==> src/rtl/ddma_pkg.sv <==
package ddma_pkg;
  localparam int REG_W = 16;

  typedef enum logic [1:0] {
    PACE_FREE = 2'b00,
    PACE_SRC  = 2'b01,
    PACE_DST  = 2'b10,
    PACE_BAD  = 2'b11
  } pace_e;

  typedef struct packed {
    logic  rsvd;
    logic  dst_down;
    logic  dst_up;
    logic  dst_io;
    logic  src_down;
    logic  src_up;
    logic  src_io;
    pace_e pace;
    logic  int_sel;
    logic  urgent;
    logic  tc_stop;
    logic  irq_en;
    logic  arm;
    logic  run;
    logic  wide;
  } mode_t;

  typedef enum logic [1:0] {MV_IDLE, MV_RD, MV_WR, MV_DONE} mv_state_e;
endpackage

==> src/rtl/ddma_channel.sv <==
module ddma_channel
  import ddma_pkg::*;
#(
  parameter int AW = 16,
  parameter int CW = 16
) (
  input  logic               clk,
  input  logic               rst,
  input  logic               wr_mode,
  input  logic               wr_src,
  input  logic               wr_dst,
  input  logic               wr_cnt,
  input  logic [REG_W-1:0]   wdata,
  input  logic               ext_dreq,
  input  logic               int_dreq,
  input  logic               done,
  output mode_t              mode_q,
  output logic [AW-1:0]      src_q,
  output logic [AW-1:0]      dst_q,
  output logic [CW-1:0]      cnt_q,
  output logic               req,
  output logic               irq_q
);
  mode_t         wr_word, mode_nx;
  logic [AW-1:0] s_step, d_step, src_nx, dst_nx;
  logic [CW-1:0] cnt_nx;
  logic          hit_tc, stop_now, line, want;

  assign wr_word = mode_t'(wdata);

  always_comb begin
    s_step = mode_q.wide ? AW'(2) : AW'(1);
    d_step = s_step;
    src_nx = src_q;
    if (mode_q.src_up && !mode_q.src_down)      src_nx = src_q + s_step;
    else if (mode_q.src_down && !mode_q.src_up) src_nx = src_q - s_step;
    dst_nx = dst_q;
    if (mode_q.dst_up && !mode_q.dst_down)      dst_nx = dst_q + d_step;
    else if (mode_q.dst_down && !mode_q.dst_up) dst_nx = dst_q - d_step;
    cnt_nx   = cnt_q - CW'(1);
    hit_tc   = (cnt_nx == '0);
    stop_now = hit_tc && (mode_q.tc_stop || mode_q.pace == PACE_FREE);
  end

  always_comb begin
    mode_nx       = wr_word;
    mode_nx.rsvd  = 1'b0;
    mode_nx.arm   = 1'b0;
    mode_nx.run   = wr_word.arm ? wr_word.run : (mode_q.run && !(done && stop_now));
  end

  always_comb begin
    line = mode_q.int_sel ? int_dreq : ext_dreq;
    case (mode_q.pace)
      PACE_FREE: want = !mode_q.int_sel;
      PACE_SRC:  want = line;
      PACE_DST:  want = !mode_q.int_sel && ext_dreq;
      default:   want = 1'b0;
    endcase
    req = mode_q.run && want;
  end

  always_ff @(posedge clk) begin
    if (rst) begin
      mode_q <= '0;
      src_q  <= '0;
      dst_q  <= '0;
      cnt_q  <= '0;
      irq_q  <= 1'b0;
    end else begin
      if (done) begin
        src_q <= src_nx;
        dst_q <= dst_nx;
        cnt_q <= cnt_nx;
        if (stop_now) mode_q.run <= 1'b0;
        if (hit_tc && mode_q.tc_stop && mode_q.irq_en) irq_q <= 1'b1;
      end
      if (wr_src) src_q <= AW'(wdata);
      if (wr_dst) dst_q <= AW'(wdata);
      if (wr_cnt) cnt_q <= CW'(wdata);
      if (wr_mode) begin
        mode_q <= mode_nx;
        irq_q  <= 1'b0;
      end
    end
  end
endmodule

==> src/rtl/ddma_arbiter.sv <==
module ddma_arbiter #(
  parameter int NCH = 2,
  localparam int IW = (NCH > 1) ? $clog2(NCH) : 1
) (
  input  logic           clk,
  input  logic           rst,
  input  logic [NCH-1:0] req,
  input  logic [NCH-1:0] urgent,
  input  logic           advance,
  output logic [NCH-1:0] grant_oh,
  output logic [IW-1:0]  grant_idx,
  output logic           grant_any
);
  logic [IW-1:0]  last_r;
  logic [NCH-1:0] pool;
  logic           hi_any;

  always_comb begin
    int cand;
    cand      = 0;
    hi_any    = |(req & urgent);
    pool      = hi_any ? (req & urgent) : req;
    grant_any = 1'b0;
    grant_idx = '0;
    for (int k = 1; k <= NCH; k++) begin
      cand = (int'(last_r) + k) % NCH;
      if (!grant_any && pool[cand[IW-1:0]]) begin
        grant_any = 1'b1;
        grant_idx = cand[IW-1:0];
      end
    end
    grant_oh = grant_any ? (NCH'(1) << grant_idx) : '0;
  end

  always_ff @(posedge clk) begin
    if (rst)          last_r <= IW'(NCH - 1);
    else if (advance) last_r <= grant_idx;
  end
endmodule

==> src/rtl/ddma_mover.sv <==
module ddma_mover
  import ddma_pkg::*;
#(
  parameter int NCH = 2,
  parameter int AW  = 16,
  parameter int DW  = 16,
  localparam int IW = (NCH > 1) ? $clog2(NCH) : 1
) (
  input  logic           clk,
  input  logic           rst,
  input  logic           grant_any,
  input  logic [IW-1:0]  grant_idx,
  input  logic [AW-1:0]  g_src,
  input  logic [AW-1:0]  g_dst,
  input  logic           g_src_io,
  input  logic           g_dst_io,
  input  logic           g_wide,
  output logic           accept,
  output logic [NCH-1:0] done_oh,
  output logic           mem_req,
  output logic           mem_we,
  output logic           mem_io,
  output logic           mem_wide,
  output logic [AW-1:0]  mem_addr,
  output logic [DW-1:0]  mem_wdata,
  input  logic [DW-1:0]  mem_rdata,
  input  logic           mem_ack
);
  mv_state_e     state;
  logic [IW-1:0] owner;
  logic [AW-1:0] dst_hold;
  logic          dst_io_hold;

  assign accept = (state == MV_IDLE) && grant_any;

  always_ff @(posedge clk) begin
    if (rst) begin
      state       <= MV_IDLE;
      owner       <= '0;
      dst_hold    <= '0;
      dst_io_hold <= 1'b0;
      done_oh     <= '0;
      mem_req     <= 1'b0;
      mem_we      <= 1'b0;
      mem_io      <= 1'b0;
      mem_wide    <= 1'b0;
      mem_addr    <= '0;
      mem_wdata   <= '0;
    end else begin
      done_oh <= '0;
      case (state)
        MV_IDLE: if (grant_any) begin
          owner       <= grant_idx;
          dst_hold    <= g_dst;
          dst_io_hold <= g_dst_io;
          mem_req     <= 1'b1;
          mem_we      <= 1'b0;
          mem_addr    <= g_src;
          mem_io      <= g_src_io;
          mem_wide    <= g_wide;
          state       <= MV_RD;
        end
        MV_RD: if (mem_ack) begin
          mem_wdata <= mem_rdata;
          mem_we    <= 1'b1;
          mem_addr  <= dst_hold;
          mem_io    <= dst_io_hold;
          state     <= MV_WR;
        end
        MV_WR: if (mem_ack) begin
          mem_req        <= 1'b0;
          mem_we         <= 1'b0;
          done_oh[owner] <= 1'b1;
          state          <= MV_DONE;
        end
        MV_DONE: state <= MV_IDLE;
        default: state <= MV_IDLE;
      endcase
    end
  end
endmodule

==> src/rtl/dual_dma_engine.sv <==
module dual_dma_engine
  import ddma_pkg::*;
#(
  parameter int NCH = 2,
  parameter int AW  = 16,
  parameter int CW  = 16,
  parameter int DW  = 16
) (
  input  logic                    clk,
  input  logic                    rst,
  input  logic                    reg_we,
  input  logic [$clog2(NCH)+1:0]  reg_addr,
  input  logic [REG_W-1:0]        reg_wdata,
  output logic [REG_W-1:0]        reg_rdata,
  input  logic [NCH-1:0]          ext_dreq,
  input  logic [NCH-1:0]          int_dreq,
  output logic                    mem_req,
  output logic                    mem_we,
  output logic                    mem_io,
  output logic                    mem_wide,
  output logic [AW-1:0]           mem_addr,
  output logic [DW-1:0]           mem_wdata,
  input  logic [DW-1:0]           mem_rdata,
  input  logic                    mem_ack,
  output logic [NCH-1:0]          irq
);
  localparam int CHW = $clog2(NCH);
  localparam int RA  = CHW + 2;
  localparam int IW  = (NCH > 1) ? CHW : 1;

  mode_t          mode_q [NCH];
  logic [AW-1:0]  src_q  [NCH];
  logic [AW-1:0]  dst_q  [NCH];
  logic [CW-1:0]  cnt_q  [NCH];
  logic [NCH-1:0] chan_req, chan_urgent, grant_oh, done_oh;
  logic [IW-1:0]  grant_idx;
  logic           grant_any, accept;
  logic [CHW-1:0] rch;
  logic [1:0]     rsel;

  assign rch  = reg_addr[RA-1:2];
  assign rsel = reg_addr[1:0];

  for (genvar i = 0; i < NCH; i++) begin : g_ch
    logic hit;
    assign hit            = reg_we && (rch == CHW'(i));
    assign chan_urgent[i] = mode_q[i].urgent;

    ddma_channel #(.AW(AW), .CW(CW)) u_ch (
      .clk      (clk),
      .rst      (rst),
      .wr_mode  (hit && rsel == 2'd0),
      .wr_src   (hit && rsel == 2'd1),
      .wr_dst   (hit && rsel == 2'd2),
      .wr_cnt   (hit && rsel == 2'd3),
      .wdata    (reg_wdata),
      .ext_dreq (ext_dreq[i]),
      .int_dreq (int_dreq[i]),
      .done     (done_oh[i]),
      .mode_q   (mode_q[i]),
      .src_q    (src_q[i]),
      .dst_q    (dst_q[i]),
      .cnt_q    (cnt_q[i]),
      .req      (chan_req[i]),
      .irq_q    (irq[i])
    );
  end

  ddma_arbiter #(.NCH(NCH)) u_arb (
    .clk       (clk),
    .rst       (rst),
    .req       (chan_req),
    .urgent    (chan_urgent),
    .advance   (accept),
    .grant_oh  (grant_oh),
    .grant_idx (grant_idx),
    .grant_any (grant_any)
  );

  ddma_mover #(.NCH(NCH), .AW(AW), .DW(DW)) u_mv (
    .clk       (clk),
    .rst       (rst),
    .grant_any (grant_any),
    .grant_idx (grant_idx),
    .g_src     (src_q[grant_idx]),
    .g_dst     (dst_q[grant_idx]),
    .g_src_io  (mode_q[grant_idx].src_io),
    .g_dst_io  (mode_q[grant_idx].dst_io),
    .g_wide    (mode_q[grant_idx].wide),
    .accept    (accept),
    .done_oh   (done_oh),
    .mem_req   (mem_req),
    .mem_we    (mem_we),
    .mem_io    (mem_io),
    .mem_wide  (mem_wide),
    .mem_addr  (mem_addr),
    .mem_wdata (mem_wdata),
    .mem_rdata (mem_rdata),
    .mem_ack   (mem_ack)
  );

  always_ff @(posedge clk) begin
    if (rst) begin
      reg_rdata <= '0;
    end else if (int'(rch) < NCH) begin
      case (rsel)
        2'd0:    reg_rdata <= REG_W'(mode_q[rch]);
        2'd1:    reg_rdata <= REG_W'(src_q[rch]);
        2'd2:    reg_rdata <= REG_W'(dst_q[rch]);
        default: reg_rdata <= REG_W'(cnt_q[rch]);
      endcase
    end else begin
      reg_rdata <= '0;
    end
  end
endmodule

==> config.mk <==
export PLATFORM = sky130hd
export DESIGN_NAME = dual_dma_engine
export DESIGN_NICKNAME = d
export VERILOG_FILES = /design/src/rtl/ddma_pkg.sv /design/src/rtl/ddma_channel.sv /design/src/rtl/ddma_arbiter.sv /design/src/rtl/ddma_mover.sv /design/src/rtl/dual_dma_engine.sv
export SDC_FILE = /design/constraint.sdc
export NUM_CORES = 1
export LEC_CHECK = 0
export ABC_AREA = 1
export BUFFER_PORTS_ARGS = -buffer_cell sky130_fd_sc_hd__buf_2
export CAP_MARGIN = 10
export CELL_PAD_IN_SITES_DETAIL_PLACEMENT = 0
export CELL_PAD_IN_SITES_GLOBAL_PLACEMENT = 1
export CORE_MARGIN = 5
export CORE_UTILIZATION = 30
export DETAILED_ROUTE_END_ITERATION = 7
export PLACE_DENSITY_LB_ADDON = 0.1
export REMOVE_ABC_BUFFERS = 1
export SYNTH_ARGS = -nofsm -noshare
export SYNTH_HDL_FRONTEND = slang
export SYNTH_HIERARCHICAL = 1
export SYNTH_SLANG_ARGS = --single-unit
==> constraint.sdc <==
create_clock -name clk -period 2.72 [get_ports clk]
set_clock_uncertainty 0.15 [all_clocks]
set_input_delay 0.272 -clock clk [delete_from_list [all_inputs] [get_ports clk]]
set_output_delay 0.272 -clock clk [all_outputs]
set_load 0.01 [all_outputs]
==> flow_metrics.env <==
export IMPL_buffer_ports_inserted=96
export IMPL_pre_cts_slack_ns=0.02800
export IMPL_power_internal_uw=6535
export IMPL_floorplan_die_area_sq_um=51160
export IMPL_final_core_utilization_pct=35.91
export IMPL_post_route_cells_drive_above_1_share_pct=13.79
export IMPL_slew_at_the_pin_closest_to_its_max_slew_limit_ns=1.197
export IMPL_track_usage_pct=21.48
export IMPL_crit_path_max_incr_delay_ns=0.36
export IMPL_netSwitchingFraction_pct=35.30
export IMPL_path_cells="inv_1 > ha_2 > clkinvlp_4 > buf_2 > ha_1 > nand2_1 > a31oi_1 > nor2_1 > o21ai_2 > nand3_1 > nand3_1 > nand3_1 > a21oi_1"
export IMPL_timing_final_setup_violations=0
export IMPL_antenna_found_initial=1
export IMPL_critical_path_startpoint_type="register"
export IMPL_gp_routability_congestion=0.9017
export IMPL_grt_start_max_net_pins=65
export IMPL_layout_common_cells="nand2_1, nor2_1, inv_1"
export IMPL_drt_pass1_iter_count=5
export IMPL_core_area_sq_um=46360
export IMPL_leakage_uw=0.007645
export IMPL_cts_htree_levels=1
export IMPL_initial_core_utilization_pct=30.24
export IMPL_via_per_inst=4.899
export IMPL_hold_class="in -> reg"
export IMPL_finalNetCount=2484
export IMPL_timing_critical_path_arrival_ns=2.92
export IMPL_clkPwrFrac_pct=38.5
export IMPL_floorplan_die_width_um=226.2
export IMPL_rsz0062_at_grt="true"
export IMPL_grt_first_pass_wirelength_mm=84.68
export IMPL_initialDrtViolationCount=1076
export IMPL_status="complete, no violations"
export IMPL_placementRows=79
export IMPL_grt_pass1_vias=13900
export IMPL_ys_warn_count=6
export IMPL_cpMaxStageDelayCell="ha_1"
export IMPL_critical_path_required_ns=3.07
export IMPL_boundaryPins=97
export IMPL_area_growth_synth_to_final_pct=18.74
export IMPL_drc_errors=0
export IMPL_clk_pin_slew_worst_paths_ns=0.07
export IMPL_clk_root_buffer_cell="clkbuf_16"
export IMPL_critical_path_most_common_cell="nand3_1"
export IMPL_p_seq_share_pct=33.8
export IMPL_hold_slack_ns=0.007347
export IMPL_irDropWorstVdd_mv=0.4597
export IMPL_comb_power_share_pct=27.7
export IMPL_routed_length_per_placed_instance_um=18.92
export IMPL_cts_tree="done"
export IMPL_post_synth_instance_area_sq_um=14020
export IMPL_detail_route_antenna_nets=0
export IMPL_final_setup_worst_slack_ns=0.1427
export IMPL_endpoint_kind="register"
export IMPL_hold_violations=0
export IMPL_post_synth_cell_area_avg_sq_um=6.253
export IMPL_cts_buffer_depth=3
export IMPL_tritoncts_num_buffers=28
export IMPL_antenna_diode_count=0
export IMPL_powerDensity_nw_per_um2=606.7
export IMPL_gr_total_overflow=0
export IMPL_route_vias_total=14660
export IMPL_worst_path_max_fanout=6
export IMPL_mostFrequentLayoutCell="nand2_1"
export IMPL_slew_headroom_pct=19.88
export IMPL_net_sw_power_uw=3566
export IMPL_timing_fmax_ghz=0.3880
export IMPL_fin_crit_sh_pct=94.75
export IMPL_max_cap_violations=0
export IMPL_dieHeight_um=226.2
export IMPL_clock_insertion_delay_worst_skew_ns=0.57
export IMPL_dp_final_hpwl_mm=41.60
export IMPL_tritoncts_num_sinks=201
export IMPL_post_synth_inst_count=2242
export IMPL_timing_final_crit_period_ns=2.577
export IMPL_final_slew_violations=0
export IMPL_detail_route_wirelength_mm=56.62
export IMPL_crit_type="reg -> reg"
## worst max-delay path: cells and delay by family (launching register included)
kind	cells	cell delay (ns)
flops	1	0.32
buf+inv	3	0.45
fa+ha+maj	2	0.58
simple gates	5	0.50
compound gates	3	0.51
## path summary, 6_finish.rpt
check	slack, ns	end	start	cells after the start
worst max-delay path	0.14	g_ch[1].u_ch/src_q[11]	g_ch[1].u_ch/mode_q[11]	13
worst min-delay path	0.007	g_ch[0].u_ch/cnt_q[13]	reg_wdata[13]	3
worst max register to register	0.14	g_ch[1].u_ch/src_q[11]	g_ch[1].u_ch/mode_q[11]	13
worst min register to register	0.27	u_mv/done_oh[0]	u_mv/owner	1
## layout make-up
cell class | instances | area, sq um
inverters | 238 | 910.9
clock buffers | 37 | 805.8
multi-input cells | 1720 | 8773
flip-flops and latches | 201 | 4024
clock inverters | 13 | 162.7
fillers | 5118 | 29710
repair buffers | 176 | 1211
well taps | 607 | 759.5
## state kept, by name, indices dropped and copies added (netlist names), 16 cells and up
name,cells
u_mv/mem_wdata,16
g_ch.u_ch/cnt_q,32
g_ch.u_ch/dst_q,32
g_ch.u_ch/mode_q,28
u_mv/dst_hold,16
g_ch.u_ch/src_q,32
reg_rdata,16
u_mv/mem_addr,16
## per-stage QoR
step	setup TNS (ns)	std cells	instance area, sq um	total power [uW]
2_1_floorplan	-44.25	2159	13570	5232
3_3_place_gp	0	2905	15190	6229
3_5_place_dp	0	2905	15190	6218
4_1_cts	0	2977	16380	10200
5_1_grt	-0.07649	2992	16650	10730
6_report	0	2992	16650	10100
## what timing repair did
item                                   CTS  global route
hold buffers                            22             0
pin swaps                                0             1
endpoints found under the hold margin   37             0
buffers inserted                         0            15
setup endpoints to repair                1            52
gates resized for setup                  1            32
gates cloned                             0             0
## metal layers
| layer | vias up | share of wire, % | routed length (um) | global-route usage, % |
|---|---|---|---|---|
| met3 | 60 | 5.4 | 3051 | 3.367 |
| met1 | 6864 | 47 | 26600 | 29.96 |
| met2 | 294 | 45 | 25650 | 34.90 |
| li1 | 7441 | - | - | - |
| met5 | - | 0 | 0 | 0 |
| met4 | 0 | 2.3 | 1320 | 5.240 |
## power groups by stage
| stage | Sequential (uW) | Combinational (uW) | Clock (uW) |
|---|---|---|---|
| global placement | 3480 | 2750 | 0 |
| detailed placement | 3480 | 2730 | 0 |
| global route | 3450 | 3160 | 4120 |
| CTS | 3420 | 2780 | 4010 |
| floorplan | 3500 | 1740 | 0 |
| finish | 3420 | 2800 | 3880 |
No activity file was read; power rests on OpenSTA's default activity.
